==> src/rtl/match_fifo_pkg.sv <==
package match_fifo_pkg;
  localparam int unsigned DEF_DEPTH = 16;
  localparam int unsigned DEF_WIDTH = 8;

  typedef struct packed {
    logic wr;   // word accepted into storage
    logic rd;   // word taken from storage
    logic ovf;  // push dropped because full
  } mf_op_t;
endpackage

==> src/rtl/mf_ctrl.sv <==
module mf_ctrl
  import match_fifo_pkg::*;
#(
  parameter int unsigned DEPTH = DEF_DEPTH,
  localparam int unsigned CNT_W = $clog2(DEPTH) + 1
) (
  input  logic             run_i,
  input  logic             push_i,
  input  logic             pop_i,
  input  logic [CNT_W-1:0] cnt_i,
  output mf_op_t           op_o
);
  logic full, empty;

  assign full  = (cnt_i == CNT_W'(DEPTH));
  assign empty = (cnt_i == '0);

  always_comb begin
    op_o.rd  = run_i & pop_i & ~empty;
    // a simultaneous pop frees a slot for the push
    op_o.wr  = run_i & push_i & (~full | op_o.rd);
    op_o.ovf = run_i & push_i & full & ~op_o.rd;
  end
endmodule

==> src/rtl/mf_ptrs.sv <==
module mf_ptrs #(
  parameter int unsigned DEPTH = 16,
  localparam int unsigned PTR_W = $clog2(DEPTH),
  localparam int unsigned CNT_W = PTR_W + 1
) (
  input  logic             clk_i,
  input  logic             rst_ni,
  input  logic             run_i,
  input  logic             wr_i,
  input  logic             rd_i,
  output logic [PTR_W-1:0] wr_ptr_o,
  output logic [PTR_W-1:0] rd_ptr_o,
  output logic [CNT_W-1:0] cnt_o
);
  logic [PTR_W-1:0] wr_ptr_q, rd_ptr_q;
  logic [CNT_W-1:0] cnt_q;

  always_ff @(posedge clk_i or negedge rst_ni) begin
    if (!rst_ni) begin
      wr_ptr_q <= '0;
      rd_ptr_q <= '0;
      cnt_q    <= '0;
    end else if (!run_i) begin
      wr_ptr_q <= '0;
      rd_ptr_q <= '0;
      cnt_q    <= '0;
    end else begin
      if (wr_i) wr_ptr_q <= wr_ptr_q + PTR_W'(1);
      if (rd_i) rd_ptr_q <= rd_ptr_q + PTR_W'(1);
      case ({wr_i, rd_i})
        2'b10:   cnt_q <= cnt_q + CNT_W'(1);
        2'b01:   cnt_q <= cnt_q - CNT_W'(1);
        default: cnt_q <= cnt_q;
      endcase
    end
  end

  assign wr_ptr_o = wr_ptr_q;
  assign rd_ptr_o = rd_ptr_q;
  assign cnt_o    = cnt_q;
endmodule

==> src/rtl/mf_store.sv <==
module mf_store #(
  parameter int unsigned WIDTH = 8,
  parameter int unsigned DEPTH = 16,
  localparam int unsigned PTR_W = $clog2(DEPTH)
) (
  input  logic             clk_i,
  input  logic             rst_ni,
  input  logic             wr_i,
  input  logic [PTR_W-1:0] wr_ptr_i,
  input  logic [WIDTH-1:0] din_i,
  input  logic             rd_i,
  input  logic [PTR_W-1:0] rd_ptr_i,
  output logic [WIDTH-1:0] dout_o
);
  logic [WIDTH-1:0] ent_rd [DEPTH];
  logic [WIDTH-1:0] dout_q;

  for (genvar g = 0; g < DEPTH; g++) begin : g_ent
    logic [WIDTH-1:0] ent_q;
    always_ff @(posedge clk_i) begin
      if (wr_i && wr_ptr_i == PTR_W'(g)) ent_q <= din_i;
    end
    assign ent_rd[g] = ent_q;
  end

  always_ff @(posedge clk_i or negedge rst_ni) begin
    if (!rst_ni)   dout_q <= '0;
    else if (rd_i) dout_q <= ent_rd[rd_ptr_i];
  end

  assign dout_o = dout_q;
endmodule

==> src/rtl/mf_flags.sv <==
module mf_flags #(
  parameter int unsigned CNT_W = 5
) (
  input  logic             clk_i,
  input  logic             rst_ni,
  input  logic [CNT_W-1:0] cnt_i,
  input  logic [CNT_W-1:0] level_i,
  input  logic             irq_clr_i,
  input  logic             ovf_set_i,
  input  logic             ovf_clr_i,
  output logic             irq_flag_o,
  output logic             ovf_flag_o
);
  logic irq_q, ovf_q;

  always_ff @(posedge clk_i or negedge rst_ni) begin
    if (!rst_ni) begin
      irq_q <= 1'b0;
      ovf_q <= 1'b0;
    end else begin
      // clear beats a match; a lasting match re-sets next edge
      if (irq_clr_i)            irq_q <= 1'b0;
      else if (cnt_i == level_i) irq_q <= 1'b1;
      // a new overflow beats its clear so no event is lost
      if (ovf_set_i)            ovf_q <= 1'b1;
      else if (ovf_clr_i)       ovf_q <= 1'b0;
    end
  end

  assign irq_flag_o = irq_q;
  assign ovf_flag_o = ovf_q;
endmodule

==> src/rtl/match_fifo.sv <==
module match_fifo
  import match_fifo_pkg::*;
#(
  parameter int unsigned WIDTH = DEF_WIDTH,
  parameter int unsigned DEPTH = DEF_DEPTH,
  localparam int unsigned PTR_W = $clog2(DEPTH),
  localparam int unsigned CNT_W = PTR_W + 1
) (
  input  logic             clk_i,
  input  logic             rst_ni,
  input  logic             fifo_run_i,
  input  logic             push_i,
  input  logic [WIDTH-1:0] push_data_i,
  input  logic             pop_i,
  output logic [WIDTH-1:0] pop_data_o,
  output logic [CNT_W-1:0] count_o,
  input  logic [CNT_W-1:0] level_i,
  input  logic             irq_en_i,
  input  logic             irq_clr_i,
  input  logic             ovf_clr_i,
  output logic             irq_flag_o,
  output logic             irq_o,
  output logic             ovf_flag_o
);
  mf_op_t           op;
  logic [PTR_W-1:0] wr_ptr, rd_ptr;
  logic [CNT_W-1:0] cnt;

  mf_ctrl #(.DEPTH(DEPTH)) u_ctrl (
    .run_i (fifo_run_i),
    .push_i(push_i),
    .pop_i (pop_i),
    .cnt_i (cnt),
    .op_o  (op)
  );

  mf_ptrs #(.DEPTH(DEPTH)) u_ptrs (
    .clk_i   (clk_i),
    .rst_ni  (rst_ni),
    .run_i   (fifo_run_i),
    .wr_i    (op.wr),
    .rd_i    (op.rd),
    .wr_ptr_o(wr_ptr),
    .rd_ptr_o(rd_ptr),
    .cnt_o   (cnt)
  );

  mf_store #(.WIDTH(WIDTH), .DEPTH(DEPTH)) u_store (
    .clk_i   (clk_i),
    .rst_ni  (rst_ni),
    .wr_i    (op.wr),
    .wr_ptr_i(wr_ptr),
    .din_i   (push_data_i),
    .rd_i    (op.rd),
    .rd_ptr_i(rd_ptr),
    .dout_o  (pop_data_o)
  );

  mf_flags #(.CNT_W(CNT_W)) u_flags (
    .clk_i     (clk_i),
    .rst_ni    (rst_ni),
    .cnt_i     (cnt),
    .level_i   (level_i),
    .irq_clr_i (irq_clr_i),
    .ovf_set_i (op.ovf),
    .ovf_clr_i (ovf_clr_i),
    .irq_flag_o(irq_flag_o),
    .ovf_flag_o(ovf_flag_o)
  );

  assign count_o = cnt;
  assign irq_o   = irq_flag_o & irq_en_i;
endmodule

==> config.mk <==
export PLATFORM = sky130hd
export DESIGN_NAME = match_fifo
export DESIGN_NICKNAME = d
export VERILOG_FILES = /design/src/rtl/match_fifo_pkg.sv /design/src/rtl/mf_ctrl.sv /design/src/rtl/mf_ptrs.sv /design/src/rtl/mf_store.sv /design/src/rtl/mf_flags.sv /design/src/rtl/match_fifo.sv
export SDC_FILE = /design/constraint.sdc
export NUM_CORES = 1
export LEC_CHECK = 0
export BUFFER_PORTS_ARGS = -buffer_cell sky130_fd_sc_hd__buf_2
export CAP_MARGIN = 15
export CORE_MARGIN = 1
export CORE_UTILIZATION = 60
export DETAILED_ROUTE_END_ITERATION = 8
export PLACE_DENSITY = 0.81
export SYNTH_ARGS = -nofsm -noshare
export SYNTH_HDL_FRONTEND = slang
export SYNTH_SLANG_ARGS = --single-unit
export TNS_END_PERCENT = 5
==> constraint.sdc <==
create_clock -name clk_i -period 3.41 [get_ports clk_i]
set_clock_uncertainty 0.1 [all_clocks]
set_input_delay 0.1705 -clock clk_i [delete_from_list [all_inputs] [get_ports clk_i]]
set_output_delay 0.1705 -clock clk_i [all_outputs]
set_load 0.1 [all_outputs]
After elaboration in Yosys (flattened, before gate mapping):

Index checks and enable logic that the tools add are counted.
W data, S select, Z words.

* bits of input ports: 21
* bits in registers: 151
* output and inout port bits: 16
* memories: 0
* logic and storage cells: 94
* latch bits: 0
* bits in writable memories: 0
* memory bits (read-only): 0

* order comparisons: 1
* shift-type cells: 0
* equality and inequality tests: 22
* multiply operators: 0
* multiplexer cells: 13
* bitwise operators: 12
* reduce and logical (&&, ||, !) cells: 20
* divide/modulo/power cells: 0
* add/sub/neg operators: 4

Operators by type and width (number)
* $bmux W8 S4: 1
* $eq A4 B4 Y1 const B: 8
* $eq A4 B3 Y1 const B: 4
* $logic_and A1 B1 Y1: 16
* $mux W4: 4
* $mux W8: 2
* $pmux W5 S2: 1
* $add A4 B1 Y4 const B: 2
* $eq A4 B2 Y1 const B: 2
* $and A1 B1 Y1: 7
* $add A5 B1 Y5 const B: 1
* $eq A5 B5 Y1: 1
* $eq A5 B5 Y1 const B: 1
* $ge A5 B5 Y1 const B: 1
* $logic_not A5 Y1: 1
* $mux W5: 1
* $not A4 Y5: 1
* $sub A5 B1 Y5 const B: 1
* $eq A4 B1 Y1 const B: 1
* $logic_not A4 Y1: 1
* $mux W1: 4
* $ne A2 B1 Y1 const B: 2
* $reduce_bool A2 Y1: 2
* $ne A3 B1 Y1 const B: 1
* other kinds (4): 6

Longest topological paths before layout:

* depth after elaboration: 8
* mapped depth: 11
* gate-level depth less buffers: 10

Hierarchy:

A second synthesis with hierarchy kept.

* cell total of the unflattened synthesis: 330
* area total of the unflattened synthesis: 6279.8 sq um

Modules (own cells, without submodules)
* mf_store: cells each 240, times used 1, area an instance 5331.4 sq um, sequential area each 4043.9 sq um
* mf_ptrs: cells each 71, times used 1, area an instance 764.5 sq um, sequential area each 325.3 sq um
* mf_flags: cells each 12, times used 1, area an instance 132.6 sq um, sequential area each 50.0 sq um
* mf_ctrl: cells each 6, times used 1, area an instance 45.0 sq um, sequential area each 0.0 sq um
* match_fifo: cells each 1, times used 1, area an instance 6.3 sq um, sequential area each 0.0 sq um

Worst setup path before layout:

No wires, ideal clock.

* kind: register to register
* from: reg u_ptrs.cnt_q[2], in the netlist u_ptrs.cnt_o[2]
* to: reg u_store.g_ent[0].ent_q[0], enable pin
* clock period less this slack: 3.076 ns
* setup slack: 0.334 ns
* data arrival time: 2.581 ns
* library setup time: 0.395 ns
* required time: 2.915 ns
* stages on the path, launching flop included: 6
* buffers on the path: 1
* cells stage by stage: dfrtp_1 -> buf_2 -> nor4_4 -> nand3b_1 -> nand3_1 -> nor4_1

* word-level cells in the longest chain between the ends: 6
* elaborated cells between the ends (all ways): 8
* classes of those cells: eq/ne: 1; bitwise: 5; reduce/logical: 2

Ends and longest elaborated chain
* start: declaration: RTL line mf_ptrs.sv:16 `logic [CNT_W-1:0] cnt_q;`
* start signal: assignment: RTL line mf_ptrs.sv:31 `2'b10: cnt_q <= cnt_q + CNT_W'(1);`
* start signal: assignment: RTL line mf_ptrs.sv:32 `2'b01: cnt_q <= cnt_q - CNT_W'(1);`
* start signal: assignment: RTL line mf_ptrs.sv:33 `default: cnt_q <= cnt_q;`
* $logic_not A5 Y1: RTL line mf_ctrl.sv:16 `assign empty = (cnt_i == '0);`
* $not A1 Y1: RTL line mf_ctrl.sv:19 `op_o.rd = run_i & pop_i & ~empty;`
* $and A1 B1 Y1: RTL line mf_ctrl.sv:19
* $or A1 B1 Y1 *: RTL line mf_ctrl.sv:21 `op_o.wr = run_i & push_i & (~full | op_o.rd);`
* $and A1 B1 Y1 *: RTL line mf_ctrl.sv:21
* $logic_and A1 B1 Y1 *: RTL line mf_store.sv:21 `if (wr_i && wr_ptr_i == PTR_W'(g)) ent_q <= din_i;`
* end signal: assignment: RTL line mf_store.sv:21
* end: declaration: RTL line mf_store.sv:19 `logic [WIDTH-1:0] ent_q;`

Every way passes the cells marked *; elsewhere a longest branch is shown, timed or not.
A chain may end at the register's enable or synchronous reset.

Worst setup path after layout:

* from: reg u_ptrs.cnt_q[0], in the netlist u_ptrs.cnt_o[0]
* to: reg u_ptrs.cnt_q[4], in the netlist u_ptrs.cnt_o[4]

* word-level cells in the longest chain between the ends: 8
* elaborated cells between the ends (all ways): 14
* classes of those cells: add/sub: 2; eq/ne: 4; mux: 2; bitwise: 5; reduce/logical: 1

Ends and longest elaborated chain
* $logic_not A5 Y1: RTL line mf_ctrl.sv:16
* $not A1 Y1: RTL line mf_ctrl.sv:19
* $and A1 B1 Y1: RTL line mf_ctrl.sv:19
* $or A1 B1 Y1: RTL line mf_ctrl.sv:21
* $and A1 B1 Y1: RTL line mf_ctrl.sv:21
* $eq A2 B1 Y1 / $eq A2 B2 Y1 (equally long branches): RTL line mf_ptrs.sv:30 `case ({wr_i, rd_i})`
* $pmux W5 S2: RTL line mf_ptrs.sv:30
* $mux W5: RTL line mf_ptrs.sv:23 `end else if (!run_i) begin`

Several ways; a longest one is shown, not always the timed one.

==> run_results.csv <==
group,metric,value,unit
logic_synthesis,synth_compound_area_share,3.054,%
logic_synthesis,syn_inst,357,
timing,max_clock_freq,352.4,MHz
clocking,clk_transition_reported_paths,60,ps
logic_synthesis,avgSynthCellArea,17.67,um^2
routing,drc,0,
place,gp_congestion,0.7917,
power,p_leak,2.539,nW
timing,worst_pin_slew,917.7,ps
clocking,cts_resized,0,
critical_path,worstPathArrival,3170,ps
routing,drt-initial-drc-count,253,
routing,vias,3431,
logic_synthesis,mappedNetlistArea,6309,um^2
timing,rsz0062_at_grt,"no",
timing,finalHoldViolations,0,
floorplanning,io_pins,37,
cells_and_area,layout-area-overhead-vs-synth,16.60,%
floorplanning,rows,37,
clocking,clockBufferDepth,2,
cells_and_area,final_common_cell,"edfxtp_1",
logic_synthesis,ys_types,41,
place,port_buffers,36,
timing,tns,0,ps
place,place_inst,517,
power,p_total,5.494,mW
clocking,tritoncts,"done",
logic_synthesis,synth-seq-cells,151,
routing,antenna_left,0,
global_route,grt_overflow,0,
critical_path,crit_type,"flop to flop",
run,cap_viol_max_count,0,
timing,drv_slew,0,
critical_path,cpMostUsedCell,"nand3_1",
global_route,grt_pass1_wl,19840,um
timing,relSlewSlack,38.82,%
cells_and_area,nets,444,
routing,routed_wl,12890,um
global_route,grt_max_degree,24,
timing,fin_crit,2837,ps
critical_path,path_cells,"nor4_4 -> nand2b_2 -> nor2b_1 -> xor2_1 -> ha_1 -> nand3_1 -> a32oi_1 -> mux2i_1 -> nand3_1 -> o21ai_0",
critical_path,crit_path_top_delay_cell,"dfrtp_1",
critical_path,cp-end-kind,"flop",
power,p_per_area,746.9,nW/um^2
global_route,grt_use_total,25.66,%
logic_synthesis,async_flop_share,15.23,%
clocking,cts.sinks,151,
critical_path,cp_num_buf_inv,0,
critical_path,worstPathMaxFanout,7,
clocking,clock_tree.root_cell,"clkbuf_8",
critical_path,crit_cells,10,
global_route,grt_pass1_vias,3462,
logic_synthesis,synth_ff_type,"edfxtp_1",
floorplanning,dieArea,10930,um^2
logic_synthesis,synthSimpleGateAreaFrac,7.636,%
clocking,clock_latency,520,ps
logic_synthesis,muxShareOfSynthArea,13.69,%
place,hpwl,7574,um
cells_and_area,final_cells,565,
cells_and_area,drive_above_1_share,30.07,%
cells_and_area,post-route-util,71.57,%
cells_and_area,diodes,0,
status,status,"finished, final reports clean",
critical_path,worstSetupStartpointType,"flop",
clocking,cts_buffers,17,
clocking,post_cts_buffers,0,
critical_path,slowest_delay,500,ps
logic_synthesis,synth_top_family_by_area,"multiplexers",
cells_and_area,final_cell_mix,"128 x edfxtp_1, 36 x buf_2, 33 x mux4_2, 22 x dfrtp_1",
logic_synthesis,syn_nets,385,
logic_synthesis,synth_xor_area_share,1.805,%
hold_path,min_path_type,"input port to async pin",
floorplanning,core,10280,um^2
floorplanning,die_y,104.5,um
power,max-vdd-ir-drop,0.5030,mV
clocking,htree_levels,4,
critical_path,reg2regPathDepth,10,
logic_synthesis,yosysWarnings,0,
critical_path,crit_family,"simple AND/OR/NAND/NOR gates",
timing,period_share,83.21,%
routing,drtPass1Iterations,5,
critical_path,crit_required,3750,ps
timing,setup_viol,0,
global_route,antenna_found_initial,0,
routing,via_per_inst,6.073,
routing,wl_per_cell,22.81,um
logic_synthesis,synth_fa_ha_area_share,1.388,%
logic_synthesis,seq_area_frac_synth,70.05,%
logic_synthesis,synth_edf_count,128,
floorplanning,fp.dieW,104.5,um
floorplanning,initial_core_util,61.38,%
power breakdown:
group	internal (mW)	total (mW)	leakage [nW]	switching, mW
Combinational	0.520	1.44	0.827	0.918
Sequential	2.10	2.26	1.44	0.162
Clock	1.05	1.80	0.268	0.748
Total	3.67	5.49	2.54	1.83
cell usage after synthesis, drive strengths merged (2+ instances only):
library cell	instances	area [um^2]
edfxtp	128	3844
mux4	33	743.2
dfrtp	23	575.6
nand2	15	56.30
nor2	15	56.30
clkbuf	11	41.29
buf	10	71.32
inv	10	37.54
nand3	10	50.05
xor2	10	87.58
and2	9	56.30
nand2b	9	61.31
mux2	8	90.09
a21oi	7	35.03
ha	7	87.58
nand4	7	43.79
o221a	7	78.83
nor4	5	46.29
o21ai	4	20.02
mux2i	3	30.03
nor2b	3	18.77
nor3	3	15.01
xnor2	3	26.28
and3	2	17.52
nand3b	2	15.01
nor3b	2	15.01
or3	2	12.51
final cells by class:
class | count | area, um^2
clock buffer | 18 | 417.9
clock inverter | 14 | 150.1
fill | 652 | 2922
inverter | 10 | 37.54
multi-input combinational | 175 | 1739
sequential | 151 | 4420
tap | 136 | 170.2
timing repair buffer | 61 | 420.4
path summary, 6_finish.rpt:
path                                         from                  to  slack [ps]
min in group clk_i                     fifo_run_i     u_ptrs.cnt_o[4]         430
worst max-delay path              u_ptrs.cnt_o[0]     u_ptrs.cnt_o[4]         570
max in group asynchronous                  rst_ni  u_ptrs.rd_ptr_o[0]        2600
worst min register to register  u_store.dout_o[0]   u_store.dout_o[0]         460
worst min-delay path                       rst_ni     u_ptrs.cnt_o[0]         150
worst max register to register    u_ptrs.cnt_o[0]     u_ptrs.cnt_o[4]         570
what timing repair did:
item,CTS,global route
endpoints found under the setup margin,0,0
hold buffers,16,0
endpoints found under the hold margin,157,0
state kept, by name, summed over array words and instances, names as in the netlist:
name and cells:
u_store.g_ent.ent_q 128, u_flags.ovf_flag_o 1, u_ptrs.rd_ptr_o 4, u_ptrs.cnt_o 5, u_ptrs.wr_ptr_o 4, u_flags.irq_flag_o 1
u_store.dout_o 8
metal layers:
metal | vias up | share of wire [%] | wire, um | global-route usage [%]
met1 | 1771 | 41 | 5274 | 35.32
met3 | 9 | 6.1 | 784 | 5.552
met5 | - | 0 | 0 | 0
li1 | 1525 | - | - | -
met4 | 0 | 0.74 | 95 | 8.367
met2 | 126 | 52 | 6731 | 41.44
worst register-to-register path, delay by kind of cell, from the launching register on:
family	cells	cell delay [ps]
simple gates	5	1040
xor+xnor	1	170
fa+ha+maj	1	240
compound gates	2	450
mux	1	250
flops	1	500
cells by family after synthesis:
kind of cell / after synthesis
AO/OA/AOI/OAI: 25
XOR/XNOR: 13
adder cells (fa/ha/maj): 7
buffers and inverters: 31
multiplexers: 44
AND/OR/NAND/NOR: 86
flip-flops: 151
through the flow:
| step | hold slack, ps | setup WS, ps | cell area (um^2) |
|---|---|---|---|
| after floorplan | -225.1 | 334.1 | 6309 |
| after global placement | 102.3 | 818.9 | 6628 |
| after detailed placement | 112.8 | 679.2 | 6628 |
| after CTS | 83.28 | 612.5 | 7356 |
| after global routing | 168.4 | 411.7 | 7356 |
| final | 153.9 | 572.7 | 7356 |
No activity file was read; power rests on OpenSTA's default activity.
